### config.mk
export PLATFORM = sky130hd
export DESIGN_NAME = ser_load_port
export DESIGN_NICKNAME = d
export VERILOG_FILES = /design/src/rtl/ser_load_port.sv
export SDC_FILE = /design/constraint.sdc
export NUM_CORES = 1
export LEC_CHECK = 0
export ABC_AREA = 1
export BUFFER_PORTS_ARGS = -buffer_cell sky130_fd_sc_hd__buf_2
export CAP_MARGIN = 20
export CORE_UTILIZATION = 50
export CTS_BUF_LIST = sky130_fd_sc_hd__clkbuf_8
export DETAILED_ROUTE_END_ITERATION = 7
export GPL_TIMING_DRIVEN = 0
export MAX_ROUTING_LAYER = met4
export PLACE_DENSITY = 0.82
export SLEW_MARGIN = 5
export SYNTH_ARGS = -nofsm -noshare
export SYNTH_HDL_FRONTEND = slang
export SYNTH_SLANG_ARGS = --single-unit
export TNS_END_PERCENT = 5
### constraint.sdc
create_clock -name clk -period 3.09 [get_ports clk]
set_input_delay 0.618 -clock clk [delete_from_list [all_inputs] [get_ports clk]]
set_output_delay 0.618 -clock clk [all_outputs]
set_load 0.005 [all_outputs]
### src/rtl/ser_load_port.sv
module ser_load_port #(
  parameter int CHANNELS    = 16,
  parameter int CODE_W      = 7,
  parameter int SYNC_STAGES = 2
) (
  input  logic                         clk,
  input  logic                         rst_n,
  input  logic                         sclk_i,
  input  logic                         sdin_i,
  input  logic                         latch_i,
  input  logic                         sel_i,
  input  logic [CHANNELS-1:0]          open_flags_i,
  output logic                         sdout_o,
  output logic [CHANNELS-1:0]          onoff_q,
  output logic [CHANNELS*CODE_W-1:0]   corr_q
);
  localparam int ON_W   = CHANNELS;
  localparam int CORR_W = CHANNELS * CODE_W;
  localparam int SY_W   = 4 * SYNC_STAGES;

  logic [SY_W-1:0]   sync_q;
  logic              sclk_s, sd_s, lat_s, mode_s;
  logic              sclk_d, lat_d;
  logic              clk_rise, lat_rise;
  logic [ON_W-1:0]   onoff_sh;
  logic [CORR_W-1:0] corr_sh;

  always_ff @(posedge clk or negedge rst_n)
    if (!rst_n) sync_q <= '0;
    else        sync_q <= {sync_q[SY_W-5:0], sel_i, latch_i, sdin_i, sclk_i};

  assign {mode_s, lat_s, sd_s, sclk_s} = sync_q[SY_W-1 -: 4];

  always_ff @(posedge clk or negedge rst_n)
    if (!rst_n) begin
      sclk_d <= 1'b0;
      lat_d  <= 1'b0;
    end else begin
      sclk_d <= sclk_s;
      lat_d  <= lat_s;
    end

  assign clk_rise = sclk_s & ~sclk_d;
  assign lat_rise = lat_s & ~lat_d;

  always_ff @(posedge clk or negedge rst_n)
    if (!rst_n) begin
      onoff_sh <= '0;
      corr_sh  <= '0;
      onoff_q  <= '0;
      corr_q   <= '0;
    end else if (lat_rise) begin
      if (mode_s) corr_q <= corr_sh;
      else begin
        onoff_q  <= onoff_sh;
        onoff_sh <= open_flags_i;
      end
    end else if (clk_rise) begin
      if (mode_s) corr_sh  <= {corr_sh[CORR_W-2:0], sd_s};
      else        onoff_sh <= {onoff_sh[ON_W-2:0], sd_s};
    end

  assign sdout_o = mode_s ? corr_sh[CORR_W-1] : onoff_sh[ON_W-1];
endmodule

After elaboration in Yosys (flattened, before gate mapping)
Index checks and enable logic that the tools add are counted.

Equal/unequal tests: 2. Muxes and demuxes: 5. Bitwise logic cells: 6. Reductions and logical operators: 5.

Operators by type and width (count): $mux 16 (4); $reduce_and 3->1 (2); $ne 2x2->1 const B (2); $not 1->1 (4); $reduce_and 2->1 (2); $and 1x1->1 (2); $reduce_bool 2->1 (1); $mux 1 (1).

Bits in registers: 266. Input bits: 22. Word-level logic and storage cells: 25.

Longest topological paths before layout
Gate-level depths: netlist of run 1.

Depth in word-level cells: 4. Mapped depth: 8. Mapped depth without buffers: 6.

Worst setup path before layout of run 1
OpenSTA, ideal clock, no wires.

Path type: reg2out. Start point: reg sync_q[7]. End point: out sdout_o. Arrival: 1.062 ns. Setup slack: 1.410 ns. Stages on the path, launching flop included: 7. Buffers on the path: 3. Cell sequence: dfrtp_1 -> buf_4 -> inv_4 -> buf_6 -> clkbuf_1 -> nand2_1 -> nand2_1.

Cells in the longest elaborated chain, start to end: 1.

Ends and longest elaborated chain: start, declared (RTL line 21) `logic [SY_W-1:0] sync_q;`; start signal, assigned (RTL line 30) `else sync_q <= {sync_q[SY_W-5:0], sel_i, latch_i, sdin_i, sclk_i};`; $mux 1 (RTL line 63) `assign sdout_o = mode_s ? corr_sh[CORR_W-1] : onoff_sh[ON_W-1];`; end, declared (RTL line 13) `output logic sdout_o,`.

No other way between the ends.

Final worst setup path of run 1
Same ends and word-level chain as after synthesis.

==> results of run 1 <==
sequential cells by signal (all words and copies together), names as in the netlist:
signal and count:
onoff_sh 16, onoff_q 16, sync_q 8, sclk_d 1, lat_d 1, corr_q 112
corr_sh 112
timing repair:
action,CTS,global route
resized for setup,0,0
hold endpoints to repair,38,0
hold buffers,1,0
cells by family after synthesis:
logic type / after synthesis / share of synthesized area
AO/OA/AOI/OAI: 112 / 0.05211
buffers and inverters: 101 / 0.04560
flip-flops: 266 / 0.6188
AND/OR/NAND/NOR: 714 / 0.2835
path summary, 6_finish.rpt:
check,startpoint,endpoint,slack [ns],cells past startpoint
max reg2reg,sync_q[6]$_DFF_PN0_,corr_q[48]$_DFFE_PN0P_,1.36,6
min reg2reg,sync_q[3]$_DFF_PN0_,sync_q[7]$_DFF_PN0_,0.35,0
max,sync_q[7]$_DFF_PN0_,sdout_o,0.40,7
max in group asynchronous,rst_n,onoff_q[11]$_DFFE_PN0P_,1.65,3
min in group asynchronous,rst_n,corr_q[29]$_DFFE_PN0P_,0.55,2
min,sclk_i,sync_q[0]$_DFF_PN0_,0.19,1
power by group:
group / switching (mW) / internal, mW / total [mW]
Clock: 1.35 / 1.83 / 3.19
Combinational: 0.381 / 0.186 / 0.567
Sequential: 0.0949 / 3.62 / 3.72
Total: 1.83 / 5.64 / 7.47
metal layers:
| metal | up-vias | routed length (µm) |
|---|---|---|
| met2 | 272 | 12190 |
| met1 | 4306 | 11420 |
| met4 | 0 | 718 |
| met5 | - | 0 |
| met3 | 47 | 1238 |
| li1 | 4328 | - |
area by class of cell:
cell class / count / area (µm²)
tap: 275 / 344.1
timing repair buffer: 153 / 825.8
multi-input combinational: 826 / 3610
sequential: 266 / 6656
fill: 1792 / 8240
clock buffer: 58 / 798.3
clock inverter: 17 / 120.1
antenna: 1 / 2.502
buffer: 96 / 469.2
inverter: 5 / 21.27
stage by stage:
step / util / TNS [ns] / hold WS [ns]
floorplan: - / 0 / 0.3224
global placement: 0.5620 / -864.83 / 0.3385
detailed placement: 0.5651 / 0 / 0.3362
CTS: 0.6091 / 0 / 0.1613
global route: 0.6092 / 0 / 0.1673
finish: 0.6092 / 0 / 0.1873
Yosys cell counts:
cell type / count / area, µm²
inv_1: 3 / 11.26
inv_2: 1 / 3.750
nor2_2: 1 / 6.260
buf_6: 2 / 22.52
nand2_1: 563 / 2113
buf_1: 3 / 11.26
nor2_4: 1 / 11.26
nand2_2: 1 / 6.260
inv_4: 1 / 6.260
clkbuf_1: 42 / 157.7
nand3_4: 2 / 35.03
nand3_1: 33 / 165.2
o21ai_0: 112 / 560.5
dfrtp_1: 266 / 6656
buf_2: 36 / 180.2
buf_4: 13 / 97.59
nand2_4: 1 / 11.26
nand4_1: 112 / 700.7
worst reg2reg max path, cell delays in order, from the launching register on:
cell,delay (ns)
dfrtp_1,0.38
buf_4,0.18
nand2_4,0.14
buf_2,0.34
clkbuf_1,0.38
o21ai_0,0.16
nand2_1,0.09
==> reports/metrics.cfg, run 1 <==
[run_status]
status = finished clean

[layout]
finalInstanceArea_mm2 = 0.01285
final_cell_mix = 563 x nand2_1, 266 x dfrtp_1, 185 x buf_2
final_layout_size_suffix_gt1_frac = 0.1928
final_common_cell = nand2_1
nets = 1414
area_delta_synth_final_pct = 19.44
instances_no_fill = 1697

[setup_path]
crit_slowest_cell = dfrtp_1
arrival_ns = 2.07
crit_type = flip-flop to output pin
crit_path_start_kind = flip-flop
path_max_fanout = 10
crit_family = buffers and inverters
critPathMaxStageDelay_ns = 0.37
critPathBufInv = 5
crit_path_end_kind = output pin
cp_data_required_time_ns = 2.47
cpMostUsedCell = nand2_1
crit_chain = buf_4 -> inv_4 -> buf_6 -> clkbuf_1 -> nand2_1 -> nand2_1 -> buf_2

[global_route]
use_met2 = 0.3799
gr-usage-all-layers = 0.2430
gr-total-overflow = 0
grt_use_met3 = 0.03589
grt_busiest_layer = met2
grt_use_met1 = 0.3182
grt_pass1_wl_um = 41900
grt_pass1_vias = 8632
antenna_found_initial = 1
grt_max_degree = 117

[sta]
setup_viol = 0
maxSlewHeadroom = 0.6224
rsz0062_at_grt = false
finalCritPeriodShare = 0.8698
fin_worst_skew_ns = 0.01589
hold_viol_final = 0
setup_ws_ns = 0.4024
slew_violations = 0
fmax_mhz = 372.1
worstMarginPinSlew_ns = 0.5664
min_period_ns = 2.688

[route]
viasPerCell = 5.276
drt_iter0_markers = 684
drt_pass1_iterations = 6
ant_nets = 0
wl_per_cell_um = 15.07
dr_total_vias = 8953
routed_wl_um = 25570
drc = 0

[die]
initial_utilization = 0.5101
die_h_um = 148.7
die_area_mm2 = 0.02210
num_io_pins = 151
die_w_um = 148.7
rows = 53
core-area_mm2 = 0.02109

[synth]
ys.warnings.count = 0
ys_seq_area_frac = 0.6188
netlist-cell-type-count = 18
syn_inst = 1193
ys_ff_latch = 266
synth_nets = 1215
synthesis.area_mm2 = 0.01076
syn_avg_cell_area_um2 = 9.016

[placed_design]
gp_congestion = 0.8552
pre_cts_ws_ns = 0.9605
hpwl_um = 16870
io_buffer_count = 150
placed_cell_area_mm2 = 0.01192
dp.cells = 1620

[power_and_ir_drop]
p_per_area_mw_per_mm2 = 581.7
ir_drop_mv = 0.3390
p_leak_nw = 7.537
total_power_mw = 7.474

[clock_tree]
clkTransAtPathRegs_ns = 0.06
max-clock-path-buffers = 3
cts_sinks = 266
post_cts_buffers = 0
numCtsBuffers = 44
cts_tree = built
cts.htree.levels = 2
insertion_delay_ns = 0.54
cts_root_buf = clkbuf_8

[run]
maxCapViolations = 0

[min_path]
hold_class = primary input to flip-flop

Power figures use the tool's default switching activity.
==> run 2, diff against run 1 <==
Settings changed: RECOVER_POWER set to 100.
==> reports/metrics.cfg, run 2 (synthesis results as in run 1) <==
[setup_path]
crit_path_start_kind = flip-flop  ; unchanged
reg2reg_from = sync_q[6]$_DFF_PN0_  ; unchanged
crit_path_end_kind = output pin  ; unchanged
cp-endpoint = sdout_o  ; unchanged
r2r_setup_slack_ns = 0.45  ; was 1.36 ns
path_max_fanout = 10  ; unchanged
crit_type = flip-flop to output pin  ; unchanged
critPathMaxStageDelay_ns = 0.37  ; about the same
crit_chain = buf_4 -> inv_4 -> buf_6 -> clkbuf_1 -> nand2_1 -> nand2_1 -> buf_2  ; unchanged
timing.rr.end = corr_q[31]$_DFFE_PN0P_  ; was corr_q[48]$_DFFE_PN0P_
startpoint = sync_q[7]$_DFF_PN0_  ; unchanged
cp_data_required_time_ns = 2.47  ; about the same
crit_slowest_cell = dfrtp_1  ; unchanged
arrival_ns = 2.04  ; was 2.07 ns
r2r_cells = 7  ; was 6
cpMostUsedCell = nand2_1  ; unchanged

[route]
drt_pass1_iterations = 6  ; unchanged
routed_wl_um = 25680  ; was 25,570 µm
dr_wl_met2_um = 12230  ; was 12,190 µm
highest_layer = met4  ; unchanged
drt-met1-wl_um = 11510  ; was 11,420 µm
viasPerCell = 5.253  ; was 5.276
ant_nets = 0  ; unchanged
drc = 0  ; unchanged
drt_iter0_markers = 650  ; was 684
wl_met3_um = 1239  ; was 1238 µm
wl_per_cell_um = 15.13  ; was 15.07 µm
dr_total_vias = 8914  ; was 8,953

[die]
core-area_mm2 = 0.02109  ; unchanged
die_area_mm2 = 0.02210  ; unchanged
initial_utilization = 0.5101  ; unchanged
die_h_um = 148.7  ; unchanged
die_w_um = 148.7  ; unchanged
rows = 53  ; unchanged
num_io_pins = 151  ; unchanged

[clock_tree]
cts_tree = built  ; unchanged
cts.repair.resized = 0  ; unchanged
cts-hold-fix-buffers = 1  ; unchanged
clkTransAtPathRegs_ns = 0.06  ; about the same
numCtsBuffers = 44  ; unchanged
insertion_delay_ns = 0.54  ; about the same
cts_sinks = 266  ; unchanged
post_cts_buffers = 0  ; unchanged
cts.htree.levels = 2  ; unchanged
cts_root_buf = clkbuf_8  ; unchanged
max-clock-path-buffers = 3  ; unchanged

[power_and_ir_drop]
ir_drop_mv = 0.3399  ; was 0.3390 mV
p_int_mw = 5.619  ; was 5.642 mW
p_per_area_mw_per_mm2 = 590.2  ; was 581.7 mW/mm²
total_power_mw = 7.449  ; was 7.474 mW
switching_share = 0.2457  ; was 0.2451
power_switching_mw = 1.830  ; was 1.831 mW
share_seq_of_total_power = 0.500  ; was 0.498
clock_power_share = 0.428  ; was 0.426
p_leak_nw = 7.152  ; was 7.537 nW
combPwrFrac = 0.072  ; was 0.076

[global_route]
gr-usage-all-layers = 0.2430  ; unchanged
gr-total-overflow = 0  ; unchanged
grt_max_degree = 117  ; unchanged
grt_pass1_wl_um = 41900  ; unchanged
grt_pass1_vias = 8632  ; unchanged
antenna_found_initial = 1  ; unchanged

[placed_design]
pre_cts_ws_ns = 0.9605  ; unchanged
gp_congestion = 0.8552  ; unchanged
io_buffer_count = 150  ; unchanged
hpwl_um = 16870  ; unchanged
dp.cells = 1620  ; unchanged

[sta]
fin_worst_skew_ns = 0.01662  ; was 0.01589 ns
finalCritPeriodShare = 0.8603  ; was 0.8698
slew_violations = 200  ; was 0
setup_viol = 0  ; unchanged
fmax_mhz = 376.2  ; was 372.1 MHz
setup_ws_ns = 0.4316  ; was 0.4024 ns
hold_viol_final = 0  ; unchanged
min_period_ns = 2.658  ; was 2.688 ns
worstMarginPinSlew_ns = 1.522  ; was 0.5664 ns
maxSlewHeadroom = -0.01438  ; was 0.6224
rsz0062_at_grt = false  ; unchanged

[layout]
final_layout_size_suffix_gt1_frac = 0.1232  ; was 0.1928
reg.largest.list = corr_q (112), corr_sh (112)  ; unchanged
area_delta_synth_final_pct = 17.34  ; was 19.44%
nets = 1414  ; unchanged
final_common_cell = nand2_1  ; unchanged
final_util = 0.5986  ; was 0.6092
instances_no_fill = 1697  ; unchanged
final_cell_mix = 565 x nand2_1, 266 x dfrtp_1, 134 x clkbuf_1  ; was 563 x nand2_1, 266 x dfrtp_1, 185 x buf_2

[run_status]
status = finished, violations left  ; was finished clean
violations = max-capacitance violations, max-slew violations

[min_path]
hold_class = primary input to flip-flop  ; unchanged

[run]
maxCapViolations = 1  ; was 0

-- run 2: cell types whose count changed in the layout (fill, tap and decap cells not counted), sizes merged --
cell	change
clkbuf	+94
buf	-94
-- run 2: worst max-delay path, delay by kind of cell, from the launching register on --
kind                   cells  cell delay (ns)
buffers and inverters      5             0.95
AND/OR/NAND/NOR            2             0.19
flip-flops                 1             0.37
-- run 2: how the worst min path moves through the flow --
stage	startpoint	endpoint	slack [ns]	cells past startpoint
6_report	sclk_i	sync_q[0]$_DFF_PN0_	0.19	1
3_3_place_gp	sync_q[1]$_DFF_PN0_	sync_q[5]$_DFF_PN0_	0.34	0
4_1_cts	sclk_i	sync_q[0]$_DFF_PN0_	0.16	1
5_1_grt	sclk_i	sync_q[0]$_DFF_PN0_	0.17	1
2_1_floorplan	rst_n	corr_q[0]$_DFFE_PN0P_	0.32	0
3_5_place_dp	sync_q[3]$_DFF_PN0_	sync_q[7]$_DFF_PN0_	0.34	0
-- run 2: power by group through the flow --
stage	Combinational (mW)	Clock [mW]	Sequential (mW)
5_1_grt	0.618	3.38	3.73
4_1_cts	0.572	3.24	3.72
6_report	0.540	3.19	3.72
2_1_floorplan	0.303	0	3.77
3_3_place_gp	0.540	0	3.77
3_5_place_dp	0.565	0	3.78
-- run 2: per-stage QoR --
step           area, µm²  setup TNS, ns  hold WS [ns]
2_1_floorplan      10760              0        0.3224
3_3_place_gp       11850        -864.83        0.3385
3_5_place_dp       11920              0        0.3362
4_1_cts            12840              0        0.1613
5_1_grt            12620              0        0.1673
6_report           12620              0        0.1886
-- run 2: metal layers --
| metal | vias up | global-route usage |
|---|---|---|
| li1 | 4325 | - |
| met3 | 47 | 0.03589 |
| met5 | - | - |
| met4 | 0 | 0.1015 |
| met1 | 4306 | 0.3182 |
| met2 | 236 | 0.3799 |
-- run 2: layout make-up --
type                    instances  area, µm²
inverters                       5      21.27
diodes                          1      2.502
fillers                      1851       8466
clock inverters                17      120.1
clock buffers                  58      798.3
plain buffers                  96      400.4
flip-flops and latches        266       6656
multi-input cells             826       3577
repair buffers                153      701.9
well taps                     275      344.1
==> run 3, diff against run 2 <==
Settings changed: RECOVER_POWER 100 to 25.
==> reports/metrics.cfg, run 3 (synthesis results as in run 1) <==
[layout]
final_cell_mix = 563 x nand2_1, 266 x dfrtp_1, 182 x buf_2  ; was 565 x nand2_1, 266 x dfrtp_1, 134 x clkbuf_1
area_delta_synth_final_pct = 18.75  ; was 17.34%
final_layout_size_suffix_gt1_frac = 0.1872  ; was 0.1232
final_common_cell = nand2_1  ; unchanged
instances_no_fill = 1697  ; unchanged
multi_input_area_mm2 = 0.003587  ; was 0.003577 mm²
finalInstanceArea_mm2 = 0.01277  ; was 0.01262 mm²
layout.area.seq_mm2 = 0.006656  ; unchanged
reg.largest.list = corr_q (112), corr_sh (112)  ; unchanged
nets = 1414  ; unchanged
fill_cells = 1804  ; was 1,851

[clock_tree]
cts_sinks = 266  ; unchanged
cts-hold-fix-buffers = 1  ; unchanged
clkTransAtPathRegs_ns = 0.06  ; about the same
cts_root_buf = clkbuf_8  ; unchanged
insertion_delay_ns = 0.54  ; about the same
cts.repair.resized = 0  ; unchanged
cts_tree = built  ; unchanged
max-clock-path-buffers = 3  ; unchanged
post_cts_buffers = 0  ; unchanged
cts.htree.levels = 2  ; unchanged
numCtsBuffers = 44  ; unchanged

[route]
drc = 0  ; unchanged
wl_per_cell_um = 15.10  ; was 15.13 µm
highest_layer = met4  ; unchanged
drt-met1-wl_um = 11280  ; was 11,510 µm
wl_met3_um = 1347  ; was 1239 µm
dr_wl_met2_um = 12270  ; was 12,230 µm
ant_nets = 0  ; unchanged
viasPerCell = 5.284  ; was 5.253
drt_iter0_markers = 674  ; was 650
dr_total_vias = 8967  ; was 8,914
routed_wl_um = 25630  ; was 25,680 µm
drt_pass1_iterations = 6  ; unchanged

[setup_path]
crit_path_end_kind = output pin  ; unchanged
crit_path_start_kind = flip-flop  ; unchanged
crit_type = flip-flop to output pin  ; unchanged
cp_data_required_time_ns = 2.47  ; about the same
path_max_fanout = 10  ; unchanged
r2r_cells = 8  ; was 7
arrival_ns = 2.06  ; was 2.04 ns

[global_route]
grt_pass1_wl_um = 41900  ; unchanged
gr-total-overflow = 0  ; unchanged
grt_pass1_vias = 8632  ; unchanged
gr-usage-all-layers = 0.2430  ; unchanged
antenna_found_initial = 1  ; unchanged
grt_max_degree = 117  ; unchanged

[sta]
hold_viol_final = 0  ; unchanged
setup_ws_ns = 0.4156  ; was 0.4316 ns
min_period_ns = 2.674  ; was 2.658 ns
setup_viol = 0  ; unchanged
fmax_mhz = 373.9  ; was 376.2 MHz
finalCritPeriodShare = 0.8655  ; was 0.8603
maxSlewHeadroom = -0.01975  ; was -0.01438
rsz0062_at_grt = false  ; unchanged
worstMarginPinSlew_ns = 1.530  ; was 1.522 ns
slew_violations = 229  ; was 200
fin_worst_skew_ns = 0.01465  ; was 0.01662 ns

[placed_design]
io_buffer_count = 150  ; unchanged
dp.cells = 1620  ; unchanged
placed_cell_area_mm2 = 0.01192  ; unchanged
pre_cts_ws_ns = 0.9605  ; unchanged
hpwl_um = 16870  ; unchanged
gp_congestion = 0.8552  ; unchanged

[die]
die_area_mm2 = 0.02210  ; unchanged
initial_utilization = 0.5101  ; unchanged
die_h_um = 148.7  ; unchanged
die_w_um = 148.7  ; unchanged
num_io_pins = 151  ; unchanged
rows = 53  ; unchanged
core-area_mm2 = 0.02109  ; unchanged

[power_and_ir_drop]
ir_drop_mv = 0.3386  ; was 0.3399 mV
p_leak_nw = 7.502  ; was 7.152 nW
p_per_area_mw_per_mm2 = 584.2  ; was 590.2 mW/mm²

[run_status]
status = finished, violations left  ; unchanged
violations = max-capacitance violations, max-slew violations  ; unchanged

[min_path]
hold_class = primary input to flip-flop  ; unchanged
holdPathStages = 1  ; unchanged

[run]
maxCapViolations = 1  ; unchanged

[run 3: cell types whose count changed in the layout (fill, tap and decap cells not counted), sizes merged]
cell,previous run,this run
buf,112,199
clkbuf,194,107
[run 3: final timing paths]
path | slack (ns) | end | startpoint
min reg2reg | 0.35 | sync_q[7]$_DFF_PN0_ | sync_q[3]$_DFF_PN0_
max reg2reg | 0.95 | corr_q[48]$_DFFE_PN0P_ | sync_q[7]$_DFF_PN0_
min in group asynchronous | 0.54 | corr_q[29]$_DFFE_PN0P_ | rst_n
max in group asynchronous | 0.69 | corr_sh[101]$_DFFE_PN0P_ | rst_n
max | 0.42 | sdout_o | sync_q[7]$_DFF_PN0_
min | 0.19 | sync_q[0]$_DFF_PN0_ | sclk_i
[run 3: area by class of cell]
cell class                 count  area share
antenna                        1   0.0001959
buffer                        96     0.03585
clock buffer                  58     0.06249
clock inverter                17    0.009403
inverter                       5    0.001665
multi-input combinational    826      0.2808
sequential                   266      0.5211
tap                          275     0.02694
timing repair buffer         153     0.06151
[run 3: routing by layer]
layer  global-route usage  up-vias
met4               0.1015        0
li1                     -     4325
met5                    -        -
met2               0.3799      276
met3              0.03589       50
met1               0.3182     4316
[run 3: report_power, final]
group          leakage (nW)  internal, mW  total, mW  switching, mW
Combinational          3.34         0.177      0.556          0.378
Sequential             3.64          3.62       3.72         0.0951
Clock                 0.521          1.83       3.19           1.35
Total                  7.50          5.63       7.46           1.83
[run 3: worst max-delay path, cell delays in order (launching register included)]
cell,delay [ns]
dfrtp_1,0.34
buf_4,0.16
buf_2,0.30
buf_1,0.37
nand2_1,0.11
nand2_1,0.13
buf_2,0.12
[run 3: through the flow]
stage / utilization / hold slack [ns] / power (mW) / TNS (ns)
floorplan: - / 0.3224 / 4.069 / 0
global placement: 0.5620 / 0.3385 / 4.313 / -864.83
detailed placement: 0.5651 / 0.3362 / 4.341 / 0
CTS: 0.6091 / 0.1613 / 7.530 / 0
global route: 0.6057 / 0.1673 / 7.752 / 0
finish: 0.6057 / 0.1873 / 7.462 / 0
